`config.mk`:
```
export PLATFORM = sky130hd
export DESIGN_NAME = clk_src_ctrl
export DESIGN_NICKNAME = d
export VERILOG_FILES = /design/src/rtl/clk_src_pkg.sv /design/src/rtl/clk_src_cfg.sv /design/src/rtl/clk_src_fsm.sv /design/src/rtl/clk_src_ctrl.sv
export SDC_FILE = /design/constraint.sdc
export NUM_CORES = 1
export LEC_CHECK = 0
export BUFFER_PORTS_ARGS = -buffer_cell sky130_fd_sc_hd__buf_4
export CAP_MARGIN = 20
export CELL_PAD_IN_SITES_DETAIL_PLACEMENT = 2
export CELL_PAD_IN_SITES_GLOBAL_PLACEMENT = 2
export CORE_UTILIZATION = 23
export DETAILED_ROUTE_END_ITERATION = 10
export PLACE_DENSITY_LB_ADDON = 0.1
export SYNTH_ARGS = -nofsm -noshare
export SYNTH_HDL_FRONTEND = slang
export SYNTH_SLANG_ARGS = --single-unit
```
`constraint.sdc`:
```
create_clock -name clk_i -period 3 [get_ports clk_i]
set_clock_uncertainty 0.15 [all_clocks]
set_input_delay 0.75 -clock clk_i [delete_from_list [all_inputs] [get_ports clk_i]]
set_output_delay 0.75 -clock clk_i [all_outputs]
set_load 0.01 [all_outputs]
```
`src/rtl/clk_src_pkg.sv`:
```
package clk_src_pkg;
  localparam int unsigned SRC_W  = 2;
  localparam int unsigned STAT_W = SRC_W + 2;

  typedef enum logic [SRC_W-1:0] {
    SRC_INT = 2'b00,
    SRC_EXT = 2'b01,
    SRC_PLL = 2'b10,
    SRC_RSV = 2'b11
  } src_e;
endpackage

```
`src/rtl/clk_src_cfg.sv`:
```
module clk_src_cfg
  import clk_src_pkg::*;
(
  input  logic clk_i,
  input  logic rst_ni,
  input  logic wr_i,
  input  src_e wr_src_i,
  input  logic wr_pll_en_i,
  input  logic wr_mon_en_i,
  input  logic wake_i,
  input  src_e active_i,
  output src_e target_o,
  output logic pll_en_o,
  output logic mon_en_o
);
  src_e target_q;
  logic pll_en_q, mon_en_q;
  logic wr_ok;

  assign wr_ok = wr_i && (wr_src_i != SRC_RSV);

  always_ff @(posedge clk_i or negedge rst_ni) begin
    if (!rst_ni) begin
      target_q <= SRC_INT;
      pll_en_q <= 1'b0;
      mon_en_q <= 1'b0;
    end else begin
      if (wake_i)     target_q <= SRC_INT;
      else if (wr_ok) target_q <= wr_src_i;
      if (wr_ok) begin
        mon_en_q <= wr_mon_en_i;
        // PLL stays on while it clocks the system
        pll_en_q <= wr_pll_en_i | (active_i == SRC_PLL);
      end
    end
  end

  assign target_o = target_q;
  assign pll_en_o = pll_en_q;
  assign mon_en_o = mon_en_q;

  a_r9_pll_kept: assert property (@(posedge clk_i) disable iff (!rst_ni)
    (active_i == SRC_PLL && pll_en_q) |=> pll_en_q);
  a_r4_rsv_ignored: assert property (@(posedge clk_i) disable iff (!rst_ni)
    (wr_i && wr_src_i == SRC_RSV && !wake_i) |=>
      (target_q == $past(target_q) && pll_en_q == $past(pll_en_q) && mon_en_q == $past(mon_en_q)));
  a_r10_wake_cancel: assert property (@(posedge clk_i) disable iff (!rst_ni)
    wake_i |=> target_q == SRC_INT);
endmodule

```
`src/rtl/clk_src_fsm.sv`:
```
module clk_src_fsm
  import clk_src_pkg::*;
(
  input  logic clk_i,
  input  logic rst_ni,
  input  src_e target_i,
  input  logic mon_en_i,
  input  logic pll_en_i,
  input  logic int_rdy_i,
  input  logic ext_rdy_i,
  input  logic pll_rdy_i,
  input  logic pll_ref_ext_i,
  input  logic ext_fail_i,
  input  logic fail_clr_i,
  input  logic wake_i,
  output src_e active_o,
  output logic fail_o
);
  src_e active_q;
  logic fail_q;
  logic tgt_rdy, ext_in_use, fail_evt, blocked;

  always_comb begin
    unique case (target_i)
      SRC_INT: tgt_rdy = int_rdy_i;
      SRC_EXT: tgt_rdy = ext_rdy_i;
      SRC_PLL: tgt_rdy = pll_rdy_i & pll_en_i;
      default: tgt_rdy = 1'b0;
    endcase
  end

  assign ext_in_use = (active_q == SRC_EXT) || (active_q == SRC_PLL && pll_ref_ext_i);
  assign fail_evt   = mon_en_i && ext_fail_i && ext_in_use;
  assign blocked    = fail_q && (target_i != SRC_INT);

  always_ff @(posedge clk_i or negedge rst_ni) begin
    if (!rst_ni) begin
      active_q <= SRC_INT;
      fail_q   <= 1'b0;
    end else begin
      if (wake_i || fail_evt)
        active_q <= SRC_INT;
      else if (target_i != active_q && tgt_rdy && !blocked)
        active_q <= target_i;
      if (fail_evt)        fail_q <= 1'b1;
      else if (fail_clr_i) fail_q <= 1'b0;
    end
  end

  assign active_o = active_q;
  assign fail_o   = fail_q;

  a_r2_no_rsv: assert property (@(posedge clk_i) disable iff (!rst_ni)
    active_q != SRC_RSV);
  a_r3_ext_rdy: assert property (@(posedge clk_i) disable iff (!rst_ni)
    (active_q == SRC_EXT && $past(active_q) != SRC_EXT) |-> $past(ext_rdy_i));
  a_r3_pll_rdy: assert property (@(posedge clk_i) disable iff (!rst_ni)
    (active_q == SRC_PLL && $past(active_q) != SRC_PLL) |-> ($past(pll_rdy_i) && $past(pll_en_i)));
  a_r5_fallback: assert property (@(posedge clk_i) disable iff (!rst_ni)
    (mon_en_i && ext_fail_i && active_q == SRC_EXT) |=> (active_q == SRC_INT && fail_q));
  a_r8_hold_int: assert property (@(posedge clk_i) disable iff (!rst_ni)
    (fail_q && !fail_clr_i && active_q == SRC_INT) |=> active_q == SRC_INT);
  a_r10_wake_int: assert property (@(posedge clk_i) disable iff (!rst_ni)
    wake_i |=> active_q == SRC_INT);
endmodule

```
`src/rtl/clk_src_ctrl.sv`:
```
module clk_src_ctrl
  import clk_src_pkg::*;
(
  input  logic              clk_i,
  input  logic              rst_ni,
  input  logic              wr_i,
  input  logic [SRC_W-1:0]  wr_src_i,
  input  logic              wr_pll_en_i,
  input  logic              wr_mon_en_i,
  input  logic              int_rdy_i,
  input  logic              ext_rdy_i,
  input  logic              pll_rdy_i,
  input  logic              pll_ref_ext_i,
  input  logic              ext_fail_i,
  input  logic              fail_clr_i,
  input  logic              wake_i,
  output logic [SRC_W-1:0]  src_o,
  output logic [STAT_W-1:0] status_o,
  output logic              pll_en_o,
  output logic              int_force_on_o,
  output logic              nmi_o
);
  src_e target, active;
  logic mon_en, pll_en, fail;

  clk_src_cfg u_cfg (
    .clk_i       (clk_i),
    .rst_ni      (rst_ni),
    .wr_i        (wr_i),
    .wr_src_i    (src_e'(wr_src_i)),
    .wr_pll_en_i (wr_pll_en_i),
    .wr_mon_en_i (wr_mon_en_i),
    .wake_i      (wake_i),
    .active_i    (active),
    .target_o    (target),
    .pll_en_o    (pll_en),
    .mon_en_o    (mon_en)
  );

  clk_src_fsm u_fsm (
    .clk_i         (clk_i),
    .rst_ni        (rst_ni),
    .target_i      (target),
    .mon_en_i      (mon_en),
    .pll_en_i      (pll_en),
    .int_rdy_i     (int_rdy_i),
    .ext_rdy_i     (ext_rdy_i),
    .pll_rdy_i     (pll_rdy_i),
    .pll_ref_ext_i (pll_ref_ext_i),
    .ext_fail_i    (ext_fail_i),
    .fail_clr_i    (fail_clr_i),
    .wake_i        (wake_i),
    .active_o      (active),
    .fail_o        (fail)
  );

  assign src_o          = active;
  assign status_o       = {fail, target != active, active};
  assign pll_en_o       = pll_en;
  assign nmi_o          = fail;
  assign int_force_on_o = (active == SRC_INT) || fail;

  a_r11_force_on: assert property (@(posedge clk_i) disable iff (!rst_ni)
    nmi_o |-> int_force_on_o);
endmodule

```
==> reports/results.txt <==
vias in the first global route: 428
antenna violations before repair: 0
setup repair after global routing missed its margin: no
critical path class: flop to output port
Post-CTS Hold Buffers: 0
Commonest cells post-synth: 7 x dfrtp_1, 4 x nor2_1
Synth cell types: 21
starting density of the core: 25.2%
# port buffers: 22
row cnt: 14
Die Span Y: 43.1 µm
leading area contributor after synthesis: dfrtp_1
worst reg2reg path startpoint: u_fsm.active_o[0]
CP required: 2.10 ns
Post-synth EDFFs: 0
part of the cycle the worst path needs: 66.8%
post-CTS setup repair buffer count: 0
hold crit path type: input port to async pin
async set-or-reset flop fraction in the synthesized netlist: 100%
Setup crit end kind: output port
worst slew pin tran: 0.282 ns
Die Wd: 43.1 µm
crit-path cells: xnor2_1, nand2_1, buf_4
CP max stage delay: 0.50 ns
cell area after synthesis: 388 µm²
Layout Nets: 81
1st-iter DRT viols: 3
DIE AREA: 0.00185 mm²
filler cell count: 187
post-synthesis sequential area ratio: 45.2%
Final WS setup: 0.995 ns
first-pass GRT wire length: 1.84 mm
first-pass detailed-route iteration total: 3
total track usage: 13.9%
setup TNS: 0 ns
pin count of the biggest net entering global routing: 10
Post-Syn Instances: 43
Top-Level Pins: 23
flops & latches, synth: 7
Slew HR: 81.2%
Syn-to-layout area delta: 48.7%
Synth area leaders: dfrtp_1 45%, buf_4 5.8%, xnor2_1 4.5%, a21oi_1 3.9%, o21ai_0 3.9%
Final Max Slew Viols: 0
post-synth top area share: 45.2%
DRC Markers: 0
core box area: 0.00154 mm²
setup violators final: 0
Synth Net Count: 57
r2r endpoint: u_fsm.active_o[0]
CP Launch Type: flop
ys flop type: dfrtp_1
Ys Warns: 0
wire length per cell: 13.2 µm
clk sink count: 7
CP Max Fanout: 9
number of max-cap violations: 0
remaining global-route overflow: 0
Avg Inst Size Synth: 9.02 µm²
top-count cell post-synth: dfrtp_1
Power Density: 416 mW/mm²
FF-to-FF setup slack: 1.64 ns
status: complete, no violations
fraction of layout cells with a size suffix above 1: 39.4%
Routed WL: 1.09 mm
Clk pin slew, worst setup/hold paths: 0.05 ns
CTS tree: built
CTS Buf Count: 3
routability cong.: 0.691
PostCTS Resize Cnt: 0
vias per inst: 4.85
Reg2Reg Depth: 4
CTS Buffer Depth: 2
Post-Place Setup Slack: 1.24 ns
final antenna-violating net count: 0
CP arrival: 1.10 ns
CTS Root Cell: clkbuf_4
Antenna diodes: 0
critical path's slowest cell: dfrtp_1
Worst-Skew Late Latency: 0.25 ns
Tmin final: 2.00 ns
CTS HTree Levels: 1
max frequency: 0.499 GHz
worst vdd ir: 267 µV
via count: 398
Fin. Hold Viols: 0
hpwl dp: 890 µm
P_leak: 0.270 nW
## state kept, by name, summed over array words and instances (netlist names)
| signal | count |
|---|---|
| u_cfg.target_o | 2 |
| u_fsm.active_o | 2 |
| u_fsm.fail_o | 1 |
| u_cfg.pll_en_o | 1 |
| u_cfg.mon_en_o | 1 |
## critical path: cells and delay by family, from the launching register on
kind,cells,cell delay (ns)
buf+inv,1,0.14
simple gates,1,0.06
xor+xnor,1,0.16
flops,1,0.50
## final cells by class
cell class,count,area (µm²),area share [%]
multi-input cells,31,183,31.7
inverters,2,7.51,1.30
well taps,16,20.0,3.47
flip-flops and latches,7,175,30.4
clock buffers,4,26.3,4.56
repair buffers,22,165,28.6
## metal layers
| layer | GRT usage (%) | part of all wire (%) |
|---|---|---|
| met1 | 17.1 | 45 |
| met2 | 22.1 | 47 |
| met3 | 2.55 | 5.4 |
| met4 | 9.09 | 2.6 |
| met5 | 0 | 0 |
## cell families (layout without fill, tap and decap cells)
logic type      count (synthesis)  in the layout  share of synthesized area (%)
flops                           7              7                           45.2
mux                             1              1                           2.90
compound gates                 11             11                           17.4
buf+inv                         5             28                           7.74
xor+xnor                        2              2                           4.52
simple gates                   17             17                           22.3
## where the power goes
part	internal (W)	switching, W	total [W]	leakage [nW]
logic	0.0000275	0.0000192	0.0000468	0.163
clock network	0.0000507	0.0000342	0.0000849	0.0150
registers	0.000101	0.00000773	0.000108	0.0912
total	0.000179	0.0000612	0.000240	0.270
## worst max-delay path by stage
stage | from | to | slack, ns | depth (start not counted)
6_report | u_fsm.active_o[1] | status_o[2] | 1.0 | 3
5_1_grt | u_fsm.active_o[1] | int_force_on_o | 0.91 | 2
4_1_cts | u_fsm.active_o[1] | status_o[2] | 0.96 | 3
3_5_place_dp | u_fsm.active_o[1] | status_o[2] | 1.24 | 3
3_3_place_gp | u_fsm.active_o[1] | status_o[2] | 1.26 | 3
2_1_floorplan | u_fsm.active_o[1] | int_force_on_o | 1.32 | 1
## cells in the final DEF (no fill, tap or decap)
cell	count
nand4_1	1
nor2b_1	2
nor2_1	4
inv_1	2
clkbuf_1	1
a21boi_2	1
nand2_1	3
buf_4	22
nand2b_1	1
nand3b_1	1
mux2_1	1
clkbuf_4	3
a21oi_1	3
nor3b_1	1
nor3_1	2
xnor2_1	2
dfrtp_1	7
a31oi_1	1
o21a_1	1
o21ai_0	3
o21ai_1	1
nand3_1	2
a21boi_1	1
## per-stage QoR
stage	hold slack (ns)	cells	utilization (%)	power [W]	instance area, µm²
finish	0.150	82	37.4	0.000240	577
global route	0.146	82	37.4	0.000255	577
CTS	0.144	82	37.4	0.000247	577
detailed placement	0.360	78	35.7	0.000158	551
global placement	0.351	78	35.7	0.000156	551
floorplan	0.304	43	-	0.000128	388
Power figures use the tool's default switching activity.
